$ cat src/rtl/fsel_pkg.sv
// Shared widths, rate record and the frequency plan table.
// Assumes rate words are in 10 kHz units and fit in RATE_W bits.
package fsel_pkg;

    localparam int FSEL_W = 5;
    localparam int RATE_W = 15;
    localparam int CFG_W  = 8;

    typedef struct packed {
        logic [RATE_W-1:0] cpu;
        logic [RATE_W-1:0] agp;
    } rate_pair_t;

    // Frequency plan: CPU and AGP rate for each 5-bit select code.
    function automatic rate_pair_t fsel_lookup(input logic [FSEL_W-1:0] code);
        rate_pair_t r;
        case (code)
            5'd0:  r = '{cpu: 15'd20000, agp: 15'd8000};
            5'd1:  r = '{cpu: 15'd19000, agp: 15'd7600};
            5'd2:  r = '{cpu: 15'd18000, agp: 15'd7200};
            5'd3:  r = '{cpu: 15'd17000, agp: 15'd6800};
            5'd4:  r = '{cpu: 15'd16600, agp: 15'd6640};
            5'd5:  r = '{cpu: 15'd16000, agp: 15'd6400};
            5'd6:  r = '{cpu: 15'd15000, agp: 15'd7500};
            5'd7:  r = '{cpu: 15'd14500, agp: 15'd7250};
            5'd8:  r = '{cpu: 15'd14000, agp: 15'd7000};
            5'd9:  r = '{cpu: 15'd13600, agp: 15'd6800};
            5'd10: r = '{cpu: 15'd13000, agp: 15'd6500};
            5'd11: r = '{cpu: 15'd12400, agp: 15'd6200};
            5'd12: r = '{cpu: 15'd6667,  agp: 15'd6667};
            5'd13: r = '{cpu: 15'd10000, agp: 15'd6667};
            5'd14: r = '{cpu: 15'd11800, agp: 15'd7867};
            5'd15: r = '{cpu: 15'd13333, agp: 15'd6667};
            5'd16: r = '{cpu: 15'd6680,  agp: 15'd6680};
            5'd17: r = '{cpu: 15'd10020, agp: 15'd6680};
            5'd18: r = '{cpu: 15'd11500, agp: 15'd7667};
            5'd19: r = '{cpu: 15'd13340, agp: 15'd6670};
            5'd20: r = '{cpu: 15'd6680,  agp: 15'd6680};
            5'd21: r = '{cpu: 15'd10020, agp: 15'd6680};
            5'd22: r = '{cpu: 15'd11000, agp: 15'd7333};
            5'd23: r = '{cpu: 15'd13340, agp: 15'd6670};
            5'd24: r = '{cpu: 15'd10500, agp: 15'd7000};
            5'd25: r = '{cpu: 15'd9000,  agp: 15'd6000};
            5'd26: r = '{cpu: 15'd8500,  agp: 15'd5667};
            5'd27: r = '{cpu: 15'd7800,  agp: 15'd7800};
            5'd28: r = '{cpu: 15'd6667,  agp: 15'd6667};
            5'd29: r = '{cpu: 15'd10000, agp: 15'd6667};
            5'd30: r = '{cpu: 15'd7500,  agp: 15'd7500};
            default: r = '{cpu: 15'd13333, agp: 15'd6667};
        endcase
        return r;
    endfunction

endpackage

$ cat src/rtl/fsel_strap_capture.sv
// Strap sampling window and pin direction changeover.
// Latch is loaded on each edge while rst_n is low and frozen afterwards;
// the shared pins are enabled as outputs from the first edge out of reset.
// Assumes rst_n is already synchronous to clk.
module fsel_strap_capture #(
    parameter int WIDTH = 5
) (
    input  logic             clk,
    input  logic             rst_n,
    input  logic [WIDTH-1:0] pin_i,
    output logic [WIDTH-1:0] strap_q_o,
    output logic [WIDTH-1:0] oe_o
);

    // Sample pins during reset, hold once reset is released.
    always_ff @(posedge clk) begin
        if (!rst_n) begin
            strap_q_o <= pin_i;
        end
    end

    // Pins are inputs in reset, outputs afterwards.
    always_ff @(posedge clk) begin
        if (!rst_n) begin
            oe_o <= '0;
        end else begin
            oe_o <= '1;
        end
    end

    AST_OE_OFF_IN_RESET: assert property (@(posedge clk)
        !rst_n |=> (oe_o == '0));

    AST_OE_ON_AFTER_RESET: assert property (@(posedge clk) disable iff (!rst_n)
        $past(rst_n) |-> (&oe_o));

    AST_STRAP_FROZEN: assert property (@(posedge clk) disable iff (!rst_n)
        $past(rst_n) |-> $stable(strap_q_o));

endmodule

$ cat src/rtl/fsel_source_sel.sv
// Control byte register and frequency code source multiplexer.
// Bit SRC_BIT picks the source; the register code is gathered from
// bits {2,1,6,5,4} (code bit 4 down to 0). Register resets to zero.
module fsel_source_sel
    import fsel_pkg::*;
#(
    parameter int SRC_BIT = 3
) (
    input  logic              clk,
    input  logic              rst_n,
    input  logic              we_i,
    input  logic [CFG_W-1:0]  wdata_i,
    input  logic [FSEL_W-1:0] strap_i,
    output logic [FSEL_W-1:0] sel_o
);

    logic [CFG_W-1:0]  cfg_q;
    logic [FSEL_W-1:0] reg_code;
    logic              unused_cfg_bits;

    // Control byte storage.
    always_ff @(posedge clk) begin
        if (!rst_n) begin
            cfg_q <= '0;
        end else if (we_i) begin
            cfg_q <= wdata_i;
        end
    end

    // Gather the split register code field.
    always_comb begin
        reg_code = {cfg_q[2], cfg_q[1], cfg_q[6], cfg_q[5], cfg_q[4]};
    end

    // Choose strap or register code.
    always_comb begin
        sel_o = cfg_q[SRC_BIT] ? reg_code : strap_i;
    end

    assign unused_cfg_bits = ^{cfg_q[7], cfg_q[0]};

    AST_RESET_STRAP_SOURCE: assert property (@(posedge clk) disable iff (!rst_n)
        !$past(rst_n) |-> (sel_o == strap_i));

endmodule

$ cat src/rtl/fsel_rate_table.sv
// Registered frequency plan lookup. Reloads when the selected code
// differs from the applied code (or on the first edge after reset)
// and pulses upd_o for one cycle. PCI and IOAPIC words are successive halvings.
module fsel_rate_table
    import fsel_pkg::*;
(
    input  logic              clk,
    input  logic              rst_n,
    input  logic [FSEL_W-1:0] sel_i,
    output logic [FSEL_W-1:0] code_o,
    output logic [RATE_W-1:0] cpu_o,
    output logic [RATE_W-1:0] agp_o,
    output logic [RATE_W-1:0] pci_o,
    output logic [RATE_W-1:0] apic_o,
    output logic              upd_o
);

    logic       loaded_q;
    logic       reload;
    rate_pair_t look;
    logic [RATE_W-1:0] pci_next;

    // Decide whether the rate words must be refreshed.
    always_comb begin
        reload   = !loaded_q || (sel_i != code_o);
        look     = fsel_lookup(sel_i);
        pci_next = look.agp >> 1;
    end

    // Rate word registers and update strobe.
    always_ff @(posedge clk) begin
        if (!rst_n) begin
            loaded_q <= 1'b0;
            code_o   <= '0;
            cpu_o    <= '0;
            agp_o    <= '0;
            pci_o    <= '0;
            apic_o   <= '0;
            upd_o    <= 1'b0;
        end else begin
            loaded_q <= 1'b1;
            upd_o    <= reload;
            if (reload) begin
                code_o <= sel_i;
                cpu_o  <= look.cpu;
                agp_o  <= look.agp;
                pci_o  <= pci_next;
                apic_o <= pci_next >> 1;
            end
        end
    end

    AST_RELOAD_ON_CHANGE: assert property (@(posedge clk) disable iff (!rst_n)
        (loaded_q && (sel_i != code_o)) |=> (upd_o && (code_o == $past(sel_i))));

    AST_HOLD_WHEN_SAME: assert property (@(posedge clk) disable iff (!rst_n)
        (loaded_q && (sel_i == code_o)) |=> (!upd_o && $stable(cpu_o) && $stable(agp_o)));

endmodule

$ cat src/rtl/fsel_strap_ctrl.sv
// Top of the strap-latched frequency select controller.
// Connects strap capture, source selection and the registered rate table,
// and drives the inverted strap readback. Synchronous active-low reset.
module fsel_strap_ctrl
    import fsel_pkg::*;
(
    input  logic              clk,
    input  logic              rst_n,
    input  logic [4:0]        strap_pin_i,
    input  logic              cfg_we_i,
    input  logic [7:0]        cfg_wdata_i,
    output logic [4:0]        pin_oe_o,
    output logic [4:0]        strap_inv_o,
    output logic [4:0]        fsel_code_o,
    output logic [14:0]       cpu_rate_o,
    output logic [14:0]       agp_rate_o,
    output logic [14:0]       pci_rate_o,
    output logic [14:0]       apic_rate_o,
    output logic              rate_upd_o
);

    logic [FSEL_W-1:0] strap_q;
    logic [FSEL_W-1:0] sel_code;

    fsel_strap_capture #(.WIDTH(FSEL_W)) u_capture (
        .clk       (clk),
        .rst_n     (rst_n),
        .pin_i     (strap_pin_i),
        .strap_q_o (strap_q),
        .oe_o      (pin_oe_o)
    );

    fsel_source_sel #(.SRC_BIT(3)) u_source (
        .clk     (clk),
        .rst_n   (rst_n),
        .we_i    (cfg_we_i),
        .wdata_i (cfg_wdata_i),
        .strap_i (strap_q),
        .sel_o   (sel_code)
    );

    fsel_rate_table u_table (
        .clk    (clk),
        .rst_n  (rst_n),
        .sel_i  (sel_code),
        .code_o (fsel_code_o),
        .cpu_o  (cpu_rate_o),
        .agp_o  (agp_rate_o),
        .pci_o  (pci_rate_o),
        .apic_o (apic_rate_o),
        .upd_o  (rate_upd_o)
    );

    // Status readback reports the latched straps inverted.
    always_comb begin
        strap_inv_o = ~strap_q;
    end

endmodule

$ cat config.mk
export PLATFORM = sky130hd
export DESIGN_NAME = fsel_strap_ctrl
export DESIGN_NICKNAME = d
export VERILOG_FILES = /design/src/rtl/fsel_pkg.sv /design/src/rtl/fsel_strap_capture.sv /design/src/rtl/fsel_source_sel.sv /design/src/rtl/fsel_rate_table.sv /design/src/rtl/fsel_strap_ctrl.sv
export SDC_FILE = /design/constraint.sdc
export NUM_CORES = 1
export LEC_CHECK = 0
export BUFFER_PORTS_ARGS = -buffer_cell sky130_fd_sc_hd__buf_2
export CORE_ASPECT_RATIO = 2
export CORE_MARGIN = 8
export CORE_UTILIZATION = 35
export DETAILED_ROUTE_END_ITERATION = 12
export GPL_TIMING_DRIVEN = 1
export PLACE_DENSITY = 0.61
export SYNTH_ARGS = -nofsm -noshare
export SYNTH_HDL_FRONTEND = slang
export SYNTH_SLANG_ARGS = --single-unit
$ cat constraint.sdc
create_clock -name clk -period 2.25 [get_ports clk]
set_input_delay 0.45 -clock clk [delete_from_list [all_inputs] [get_ports clk]]
set_output_delay 0.45 -clock clk [all_outputs]
set_load 0.05 [all_outputs]
* Word-level counts from Yosys, hierarchy flattened *
Memories as Yosys holds them, arrays and structs flattened.
Cells that the tools add are included.

operators by class
  equal/unequal tests = 1
  muxes and demuxes = 3
  bitwise gates (word level) = 1
  reduce and logical (&&, ||, !) cells = 2

operator list
  kind              number
  $mux 5            2
  $ne 5x5->1        1
  $not 5->5         1
  $logic_not 1->1   1
  $logic_or 1x1->1  1
  $mux 1            1

word-level totals
  register bits after elaboration = 81
  memory bits (read-only) = 864
  input port bits = 16
  output and inout bits = 76
  logic and storage cells = 18
  memories = 1

memories
  name              depth  bits a word  rd ports  clocked after memory_dff  write ports  line            RTL
  (name not given)  32     27           1         0                         0            fsel_pkg.sv:17  case (code)

* Longest topological paths before layout *
Gate-level depths: netlist (run 1).

  depth after elaboration = 3
  gate-level depth with buffers = 10
  depth with buffers taken out = 8

* Cells and area by module *
A second synthesis (run 1) with hierarchy kept.

second synthesis, totals
  cell total of the unflattened synthesis = 359
  area total of the unflattened synthesis = 2,960.3 sq um

modules (own cells, without submodules)
  module              instances  cells an instance  area an instance (sq um)  seq. area each (sq um)
  fsel_rate_table     1          318                2,422.3                   700.7
  fsel_source_sel     1          25                 315.3                     120.1
  fsel_strap_capture  1          11                 203.9                     170.2
  fsel_strap_ctrl     1          5                  18.8                      0.0

* Least setup slack after synthesis (run 1) *
OpenSTA, ideal clock, no wires.

  path type = reg-to-reg
  from = reg u_source.cfg_q[3]
  to = reg u_table.cpu_o[8]
  setup time = 91 ps
  data arrival time = 2,189 ps
  required time = 2,159 ps
  path slack = -30 ps
  stages on the path, launching flop included = 10
  path buffers = 2
  period minus slack after synthesis = 2,280 ps
  cell sequence = dfxtp_1 -> buf_4 -> mux2i_4 -> inv_2 -> clkbuf_1 -> ha_1 -> and2_1 -> o31ai_1 -> nand2_1 -> a311oi_1

between the ends
  cells in the longest elaborated chain, start to end = 3
  elaborated cells between the ends (all ways) = 4
  classes of those cells = eq/ne (1); mux (1); reduce/logical (1); memory (1)

RTL lines
  element                                                line                   RTL
  start: declaration                                     fsel_source_sel.sv:17  logic [CFG_W-1:0] cfg_q;
  start signal: assignment                               fsel_source_sel.sv:26  cfg_q <= wdata_i;
  $mux 5 *                                               fsel_source_sel.sv:37  sel_o = cfg_q[SRC_BIT] ? reg_code : strap_i;
  net sel_code[0]                                        fsel_strap_ctrl.sv:23  logic [FSEL_W-1:0] sel_code;
  branches (longest 2 deep; another with $mem_v2 32x27)  --
  end signal: assignment                                 fsel_rate_table.sv:45  cpu_o <= look.cpu;
  end: declaration                                       fsel_rate_table.sv:11  output logic [RATE_W-1:0] cpu_o,

Mark *: on every way through the listed nets, which the timed path passes.
A chain may end at the register's enable or synchronous reset.

* Worst setup path in the final report (run 1) *
  from = reg u_source.cfg_q[3]
  to = reg u_table.cpu_o[7]

between the ends
  cells in the longest elaborated chain, start to end = 3
  elaborated cells between the ends (all ways) = 4
  classes of those cells = eq/ne (1); mux (1); reduce/logical (1); memory (1)

RTL lines
  element                                                line
  $mux 5 *                                               fsel_source_sel.sv:37
  branches (longest 2 deep; another with $mem_v2 32x27)  --

Every way passes the cells marked *.

==> results of run 1 <==
synth_stat cells, drive strengths merged, types with 2 or more instances:
master | number | area share (%)
a211o | 4 | 1.1
a211oi | 8 | 2.0
a21boi | 2 | 0.49
a21oi | 24 | 3.9
a311oi | 5 | 1.4
a31oi | 2 | 0.41
and3 | 2 | 0.41
buf | 47 | 11
clkbuf | 24 | 2.9
dfxtp | 41 | 27
edfxtp | 5 | 4.9
ha | 8 | 3.3
inv | 9 | 1.1
mux2 | 7 | 2.6
mux2i | 23 | 8.5
nand2 | 30 | 3.7
nand3 | 15 | 2.4
nor2 | 28 | 3.4
nor2b | 3 | 0.61
nor3 | 15 | 2.4
o211ai | 9 | 2.2
o21ai | 15 | 2.4
o221a | 2 | 0.73
o22ai | 11 | 2.2
o311a | 4 | 1.3
o31ai | 5 | 1.2
o32ai | 3 | 0.85
or3 | 4 | 0.81
xnor2 | 6 | 1.7
sequential cells by signal (all words and copies together) (netlist names):
register             count
u_source.cfg_q           6
u_table.code_o           5
u_table.agp_o           12
u_capture.strap_q_o      5
u_capture.oe_o           1
u_table.cpu_o           15
u_table.upd_o            1
u_table.apic_o           1
repair_timing:
| action | 4_1_cts | 5_1_grt |
|---|---|---|
| hold endpoints to repair | 0 | 0 |
| endpoints found under the setup margin | 26 | 23 |
| setup buffers | 1 | 2 |
| gates resized for setup | 7 | 23 |
| cloned | 0 | 1 |
| pin swaps | 2 | 2 |
routing by layer:
| metal | track usage (%) | routed length (um) | vias to the layer above |
|---|---|---|---|
| met3 | 2.06 | 545 | 24 |
| met5 | 0 | 0 | - |
| li1 | - | - | 1488 |
| met4 | 9.56 | 447 | 0 |
| met2 | 33.3 | 6190 | 116 |
| met1 | 17.7 | 3790 | 1496 |
path summary, 6_finish.rpt:
path / to / cells after the start
hold / removal: u_capture.strap_q_o[4] / 1
hold reg to reg: u_table.cpu_o[14] / 2
setup / recovery: u_table.cpu_o[7] / 7
setup reg to reg: u_table.cpu_o[7] / 7
area by class of cell:
cell class              instances  share of cell area [%]
repair buffers                148                    23.7
clock buffers                   5                    3.07
flip-flops and latches         46                    23.8
well taps                     100                    3.07
clock inverters                 3                   0.981
multi-input cells             258                    44.5
inverters                       9                   0.828
logic make-up (layout without fill, tap and decap cells):
kind of cell             count (synthesis)  count (layout)  share of synthesized area, %
buffers and inverters                   80             165                          14.6
other                                    1               9                         0.122
AND/OR/NAND/NOR                        102             102                          14.9
XOR/XNOR                                 6               6                          1.71
multiplexers                            30              30                          11.1
flip-flops                              46              46                          31.6
AO/OA/AOI/OAI                          103             103                          22.7
adder cells (fa/ha/maj)                  8               8                          3.25
critical path: stages, from the launching register on:
cell,delay (ps)
dfxtp_2,350
buf_12,150
mux2i_4,330
xnor2_2,100
or4_4,530
buf_4,180
or3_1,340
o311a_1,130
stage by stage:
step                      TNS [ps]  cells
after floorplan                  0    384
after global placement        -174    557
after detailed placement     -1140    557
after CTS                    -6.44    566
after global routing          -194    569
final                            0    569
power by group:
group	switching [uW]	internal (uW)
sequential	62.8	916
combinational	1060	516
clock	325	520
==> results by group, run 1 <==
Die
  – DIE WIDTH: 82.3 um
  – Site Rows: 48
  – Initial Util: 35.8%
  – Die height: 149 um
  – Die area: 12,200 um2
  – Area of the core: 8590 um2
  – Ports: 92

Layout
  – Layout area overhead: 32.6%
  – Fin util: 47.5%
  – Most common cell after layout, fill and taps aside: buf_2
  – Multi-input gate area: 1820 um2
  – Post-route cell area: 4080 um2
  – Layout cell share with drive strength beyond 1: 40.3%
  – Number of fill cells: 879
  – Register Area: 972 um2
  – Commonest non-fill, non-tap cells in the layout: buf_2 (80), buf_4 (62), dfxtp_1 (40), nand2_1 (30), nor2_1 (28)
  – Fin nets: 492
  – N_diodes: 0

STA
  – Clk_skew: 6.77 ps
  – Period utilisation layout: 99.1%
  – RSZ-0062 raised after global routing: yes
  – Slew @ Worst Pin: 601 ps
  – Slew HR: 59.9%
  – Max Slew Vio Count: 0
  – Hold WS: 328 ps
  – Fmax: 449 MHz
  – Min setup slack post-route: 20.7 ps
  – Final setup viols: 0
  – Final hold violations: 0
  – Crit path time final: 2230 ps

Yosys
  – Sequential share of the synthesized area: 31.6%
  – Synth Area per Inst: 8.18 um2
  – Post-synth EDFFs: 5
  – Top FF cell, synth: dfxtp_1
  – Synth cell types: 51
  – Cell count after synthesis: 376
  – Asr flop ratio synth: 0%
  – Synth warn: 0
  – #FFs+latches synth: 46
  – Synthesized cell area: 3080 um2

Power and ir drop
  – Power per cell area: 834 nW/um2
  – Peak VDD IR: 0.000344 V
  – Leak Pwr: 0.00185 uW
  – Pwr Total: 3400 uW

Routing
  – Residual DRC: 0
  – Via count: 3,124
  – DR vias/cell: 5.49
  – WL final: 11.0 mm
  – DR iter-0 viols: 253
  – Final antenna-violating net count: 0
  – First drt pass iteration count: 6
  – DR WL/cell: 19.3 um

Worst hold path
  – Hold Crit Start: strap_pin_i[4]
  – Hold crit path type: input pin to register

Run status
  – Status: completed

Worst setup path
  – CP arrival: 2410 ps
  – WS Path Type: register to register
  – Req. time, crit path: 2430 ps
  – Startpoint Class: register
  – Crit path launch: u_source.cfg_q[3]
  – CP Max Fanout: 9
  – Reg2reg start: u_source.cfg_q[3]
  – Flop-to-flop setup slack: 20 ps
  – Worst setup EP type: register

Run
  – Max_cap viols: 0

Global route
  – Antenna violations before repair: 0
  – Total track usage: 17.8%
  – Largest net degree at the start of global routing: 33
  – Gr ovfl total: 0
  – First-pass GRT wire length: 16.7 mm
  – Vias in the first global route: 3,125

Clock network
  – Num CTS Buffers: 5
  – # clock sinks: 46
  – Root Buffer Master: clkbuf_16
  – Worst-Skew Late Latency: 290 ps
  – CTS clk-pin slew, worst paths: 70 ps
  – Max H-tree Level: 2
  – CTS tree: built
  – CTS max path bufs: 2
  – Hold buffer count at CTS: 0

Placement
  – Port buffer count: 80
  – Area after DPL: 3740 um2
  – Dpl ws: -88.6 ps
  – Hpwl dp: 8.57 mm
  – Final Wtd Congestion: 0.878
Note: power is estimated with default switching activity, not from simulation.
==> run 2, diff against run 1 <==
--- a/config.mk
+++ b/config.mk
@@ -14,4 +14,5 @@
 export PLACE_DENSITY = 0.61
 export SYNTH_ARGS = -nofsm -noshare
 export SYNTH_HDL_FRONTEND = slang
+export SYNTH_HIERARCHICAL = 1
 export SYNTH_SLANG_ARGS = --single-unit
==> constraint.sdc (replaced) <==
create_clock -name clk -period 2.25 [get_ports clk]
set_input_delay 0.225 -clock clk [delete_from_list [all_inputs] [get_ports clk]]
set_output_delay 0.225 -clock clk [all_outputs]
set_load 0.05 [all_outputs]
==> run 2 against run 1 <==
  * Cell area shrank 14%
  * Combinational power down 16%
  * Synthesized cell count fell by 4.5%
  * Sequential share of layout area increased by 4.4 points
  * Cell count is 8.8% lower
  * Sequential power up 1%
  * Die area fell by 3.2%
  * Clock power shrank 5.8%
  * Highest routed layer unchanged
==> results by group, run 2 <==
Routing
  – Residual DRC: 0 (unchanged)
  – DR vias/cell: 5.20 (-5.2%)
  – DR iter-0 viols: 185 (-27%)
  – Via count: 2,700 (-14%)
  – Final antenna-violating net count: 0 (unchanged)
  – WL final: 8.51 mm (-22%)
  – DR WL/cell: 16.4 um (-15%)
  – First drt pass iteration count: 5 (-1)

STA
  – Hold WS: 113 ps (-215 ps)
  – Max Slew Vio Count: 0 (unchanged)
  – Min setup slack post-route: 93.5 ps (+72.7 ps)
  – Fmax: 464 MHz (+3.4%)
  – Crit path time final: 2160 ps (-72.7 ps)
  – Final hold violations: 0 (unchanged)
  – Slew HR: 54.7% (-5.2 points)
  – Slew @ Worst Pin: 679 ps (+78.0 ps)
  – Period utilisation layout: 95.8% (-3.2 points)
  – RSZ-0062 raised after global routing: yes
  – Final setup viols: 0 (unchanged)
  – TNS Setup: 0 ps (unchanged)
  – Clk_skew: 7.25 ps (+0.480 ps)

Clock network
  – # clock sinks: 47 (+2.2%)
  – CTS max path bufs: 2 (unchanged)
  – Num CTS Buffers: 5 (unchanged)
  – CTS tree: built
  – CTS clk-pin slew, worst paths: 70 ps (about the same)
  – Hold buffer count at CTS: 0 (unchanged)
  – Root Buffer Master: clkbuf_16
  – Worst-Skew Late Latency: 290 ps (about the same)
  – Max H-tree Level: 2 (unchanged)

Worst setup path
  – Req. time, crit path: 2460 ps (+30 ps)
  – CP max-delay cell: or4_1
  – Worst path cell trace: mux2_4 > xor2_1 > nor4_2 > and3_1 > buf_4 > or4_1 > a21oi_1
  – CP Max Fanout: 6 (-3)
  – Crit path max-delay family: simple AND/OR/NAND/NOR gates
  – CP Buf/Inv Count: 1 (-1)
  – Max incr delay on CP: 530 ps (about the same)
  – WS Path Type: register to register
  – Startpoint Class: register
  – Worst setup EP type: register
  – CP arrival: 2370 ps (-40 ps)

Global route
  – Antenna violations before repair: 0 (unchanged)
  – Largest net degree at the start of global routing: 46 (+39%)
  – First-pass GRT wire length: 13.6 mm (-18%)
  – Total track usage: 14.5% (-3.3 points)
  – Vias in the first global route: 2,756 (-12%)
  – Gr ovfl total: 0 (unchanged)

Placement
  – Port buffer count: 80 (unchanged)
  – Dpl ws: -34.4 ps (+54.3 ps)
  – Hpwl dp: 6.58 mm (-23%)
  – Final Wtd Congestion: 0.916 (+4.4%)

Layout
  – Fin nets: 443 (-10%)
  – Number of flip-flops under the largest register name: 15 (unchanged)
  – Commonest non-fill, non-tap cells in the layout: buf_2 (80), dfxtp_1 (41), buf_4 (32), nand2_1 (32), a21oi_1 (30)
  – Most flop-heavy register: u_table/cpu_o
  – Layout area overhead: 19.1%
  – N_diodes: 0 (unchanged)
  – Layout cell share with drive strength beyond 1: 32.5% (-7.8 points)
  – Fin util: 42.8% (-4.7 points)
  – Top Registers: u_table/cpu_o x15, u_table/apic_o x11, u_source/cfg_q x6
  – Most common cell after layout, fill and taps aside: buf_2

Die
  – Die area: 11,800 um2 (-3.2%)
  – Initial Util: 36.0% (+0.13 points)
  – Site Rows: 47 (-2.1%)
  – Area of the core: 8230 um2 (-4.1%)
  – DIE WIDTH: 81.0 um (-1.5%)
  – Ports: 92 (unchanged)
  – Die height: 146 um (-1.7%)

Power and ir drop
  – Peak VDD IR: 0.000599 V (+74%)
  – Pwr Total: 3110 uW (-8.6%)
  – Power per cell area: 882 nW/um2 (+5.7%)
  – Leak Pwr: 0.00167 uW (-9.8%)

Yosys
  – Synth cell types: 45 (-12%)
  – Synth warn: 6 (+6)
  – Top-count cell post-synth: dfxtp_1
  – Cell count after synthesis: 359 (-4.5%)
  – Most common library cells after synthesis: dfxtp_1 (42), buf_4 (40), nand2_1 (32)
  – #FFs+latches synth: 47 (+2.2%)
  – Synth top area cells: dfxtp_1 (28%), buf_4 (10%), a21oi_1 (5.1%)
  – Largest area contributor in the netlist: dfxtp_1
  – Synthesized cell area: 2960 um2 (-3.8%)
  – Yosys top cell area share: 28.4% (+1.7 points)
  – Asr flop ratio synth: 0% (unchanged)
  – Top FF cell, synth: dfxtp_1
  – Post-synth EDFFs: 5 (unchanged)
  – Synth Area per Inst: 8.25 um2 (+0.77%)
  – Sequential share of the synthesized area: 33.5% (+1.9 points)

Worst hold path
  – Hold crit path type: input pin to register

Run
  – Max_cap viols: 0 (unchanged)

Run status
  – Status: completed
[run 2: logic make-up after synthesis]
family	synth area share, %
xor gates and xnor gates	2.83
AOI/OAI and AO/OA	21.0
adders and majority gates	2.96
other	0.127
muxes	7.10
DFF	33.5
and+or+nand+nor	15.8
buffers and inverters	16.7
[run 2: layout make-up]
class	instances	area (um2)
Sequential cell	47	995
Tap cell	98	123
Multi-Input combinational cell	237	1510
Clock buffer	6	150
Timing Repair Buffer	114	681
Clock inverter	2	13.8
Fill cell	874	4710
Inverter	15	56.3
[run 2: metal layers]
metal | global-route usage [%] | wire (um) | vias to the layer above
met2 | 26.9 | 4660 | 105
li1 | - | - | 1320
met5 | 0 | 0 | -
met3 | 2.89 | 501 | 23
met4 | 8.11 | 384 | 0
met1 | 13.9 | 2960 | 1252
[run 2: worst paths after layout]
path                                          endpoint  slack (ps)  cells after the start               from
worst max-delay path                  u_table/agp_o[1]          90                      7  u_source/cfg_q[3]
worst min-delay path            u_capture/strap_q_o[3]         110                      1     strap_pin_i[3]
worst max register to register        u_table/agp_o[1]          90                      7  u_source/cfg_q[3]
worst min register to register        u_table/cpu_o[0]         450                      2   u_table/cpu_o[0]
[run 2: power breakdown]
part | internal [uW] | switching (uW)
registers | 935 | 56.5
logic | 384 | 939
clock network | 479 | 317
[run 2: worst register-to-register path, stage by stage (launching register included)]
cell,delay (ps)
dfxtp_4,390
mux2_4,330
xor2_1,170
nor4_2,90
and3_1,240
buf_4,170
or4_1,530
a21oi_1,160
[run 2: stage by stage]
| stage | instances | instance area, um2 |
|---|---|---|
| after floorplan | 367 | 2990 |
| after global placement | 511 | 3360 |
| after detailed placement | 511 | 3360 |
| after CTS | 519 | 3520 |
| after global routing | 519 | 3530 |
| final | 519 | 3530 |
[run 2: repair_timing]
item,in CTS,in global routing
cloned,0,0
endpoints found under the setup margin,4,13
buffers inserted,0,0
gates resized for setup,1,2
==> run 3, diff against run 2 <==
--- a/config.mk
+++ b/config.mk
@@ -14,5 +14,4 @@
 export PLACE_DENSITY = 0.61
 export SYNTH_ARGS = -nofsm -noshare
 export SYNTH_HDL_FRONTEND = slang
-export SYNTH_HIERARCHICAL = 1
 export SYNTH_SLANG_ARGS = --single-unit
==> run 3 against run 2 <==
  * Critical path depth did not move
  * Via count grew 15%
  * Die area increased by 3.3%
  * Hold slack worse by 8.9 ps
  * Combinational power up 19%
==> results by group, run 3 (synthesis gave the netlist of run 1 again) <==
Run status
  – Status: completed

Worst setup path
  – WS Path Type: register to register
  – Worst setup EP type: register
  – Req. time, crit path: 2430 ps (-30 ps)
  – Flop-to-flop setup slack: 40 ps (-60 ps)
  – Reg2reg start: u_source.cfg_q[3]
  – CP arrival: 2390 ps (+20 ps)
  – Startpoint Class: register
  – Worst r2r path cells: 7 (unchanged)
  – Worst R2R End: u_table.cpu_o[7]
  – CP Max Fanout: 6 (unchanged)

Die
  – Ports: 92 (unchanged)
  – Initial Util: 35.8% (-0.13 points)
  – Die area: 12,200 um2 (+3.3%)
  – Area of the core: 8590 um2 (+4.3%)
  – Die height: 149 um (+1.7%)
  – DIE WIDTH: 82.3 um (+1.6%)
  – Site Rows: 48 (+2.1%)

Layout
  – Top Registers: u_table.cpu_o x15, u_table.agp_o x12, u_source.cfg_q x6
  – Fin cells: 564 (+8.7%)
  – Fin nets: 487 (+9.9%)
  – N_diodes: 0 (unchanged)
  – Most common cell after layout, fill and taps aside: buf_2
  – Commonest non-fill, non-tap cells in the layout: buf_2 (81), buf_4 (54), dfxtp_1 (40), nand2_1 (30), nor2_1 (28)
  – Most flop-heavy register: u_table.cpu_o
  – Layout cell share with drive strength beyond 1: 38.6% (+6.0 points)
  – Layout area overhead: 29.8%
  – Post-route cell area: 4000 um2 (+13%)
  – Number of flip-flops under the largest register name: 15 (unchanged)

STA
  – Period utilisation layout: 98.4% (+2.6 points)
  – Slew HR: 59.4% (+4.7 points)
  – Min setup slack post-route: 35.4 ps (-58.1 ps)
  – Slew @ Worst Pin: 608 ps (-71.1 ps)
  – Crit path time final: 2210 ps (+58.1 ps)
  – TNS Setup: 0 ps (unchanged)
  – Final hold violations: 0 (unchanged)
  – Max Slew Vio Count: 0 (unchanged)
  – Final setup viols: 0 (unchanged)
  – Clk_skew: 6.98 ps (-0.272 ps)
  – Fmax: 452 MHz (-2.6%)

Clock network
  – CTS max path bufs: 2 (unchanged)
  – CTS clk-pin slew, worst paths: 60 ps (about the same)
  – Hold buffer count at CTS: 0 (unchanged)
  – Num CTS Buffers: 5 (unchanged)
  – Max H-tree Level: 2 (unchanged)
  – Root Buffer Master: clkbuf_16
  – Worst-Skew Late Latency: 290 ps (about the same)
  – # clock sinks: 46 (-2.1%)
  – CTS tree: built

Worst hold path
  – Worst hold stages: 1 (unchanged)
  – Hold Crit Start: strap_pin_i[3]
  – Hold crit path type: input pin to register
  – Hold Path End: u_capture.strap_q_o[3]

Placement
  – DP Cell Count: 552 (+8.0%)
  – Hpwl dp: 8.40 mm (+28%)
  – Final Wtd Congestion: 0.917 (about the same)
  – Area after DPL: 3700 um2 (+10%)
  – Port buffer count: 80 (unchanged)
  – Dpl ws: -13.3 ps (+21.0 ps)

Routing
  – DR WL/cell: 19.4 um (+18%)
  – Via count: 3,101 (+15%)
  – Residual DRC: 0 (unchanged)
  – Final antenna-violating net count: 0 (unchanged)
  – DR vias/cell: 5.50 (+5.7%)
  – WL final: 10.9 mm (+28%)
  – DR iter-0 viols: 307 (+66%)
  – First drt pass iteration count: 4 (-1)

Power and ir drop
  – Pwr Total: 3270 uW (+5.1%)
  – Leak Pwr: 0.00180 uW (+8.0%)
  – Peak VDD IR: 0.000346 V (-42%)
  – Power per cell area: 818 nW/um2 (-7.2%)

Global route
  – Vias in the first global route: 3,088 (+12%)
  – Total track usage: 17.7% (+3.2 points)
  – Antenna violations before repair: 0 (unchanged)
  – First-pass GRT wire length: 16.5 mm (+21%)
  – Largest net degree at the start of global routing: 33 (-28%)
  – Gr ovfl total: 0 (unchanged)

Run
  – Max_cap viols: 0 (unchanged)
## run 3: cell types whose count changed in the layout (fill, tap and decap cells not counted), moves of 9 or more
cell / delta
o21ai_0: -18
inv_1: -9
a21oi_1: -9
buf_4: +22
nor3_1: +12
mux2i_1: +9
## run 3: repair_timing
action,4_1_cts,5_1_grt
setup buffers,1,2
pin swaps,0,2
endpoints found under the setup margin,4,25
gates resized for setup,3,23
cloned,0,1
## run 3: worst max path at each step
stage	slack [ps]	to	cells after the start	from
after floorplan	30	u_table.cpu_o[8]	9	u_source.cfg_q[3]
after global placement	-7	u_table.cpu_o[4]	8	u_source.cfg_q[3]
after detailed placement	-10	u_table.cpu_o[4]	8	u_source.cfg_q[3]
after CTS	4	u_table.cpu_o[4]	9	u_source.cfg_q[3]
after global routing	-10	u_table.cpu_o[7]	7	u_source.cfg_q[3]
final	40	u_table.cpu_o[7]	7	u_source.cfg_q[3]
## run 3: through the flow
stage               utilization [%]  hold WS (ps)
finish                         46.5           104
global route                   46.5           103
CTS                            45.1          95.5
detailed placement             43.1           403
global placement               43.1           401
floorplan                         -           253
## run 3: metal layers
layer | GRT usage, % | vias up | wire length (um)
met5 | 0 | - | 0
met4 | 11.9 | 0 | 529
met3 | 2.30 | 25 | 579
met2 | 31.8 | 116 | 6190
met1 | 17.5 | 1476 | 3620
li1 | - | 1484 | -
## run 3: area by class of cell
class / count / area [um2]
fillers: 884 / 4590
multi-input cells: 258 / 1790
flip-flops and latches: 46 / 972
repair buffers: 143 / 936
clock buffers: 8 / 136
well taps: 100 / 125
inverters: 9 / 33.8
## run 3: critical path, stage by stage (launching register included)
cell and delay [ps]:
dfxtp_2 340, buf_6 140, mux2i_4 320, xnor2_2 100
or4_4 520, buf_2 190, or3_1 350, o311a_1 120
## run 3: power breakdown
part	total, uW	internal [uW]	switching (uW)
clock network	721	414	307
registers	976	916	60.1
logic	1570	508	1060
total	3270	1840	1430
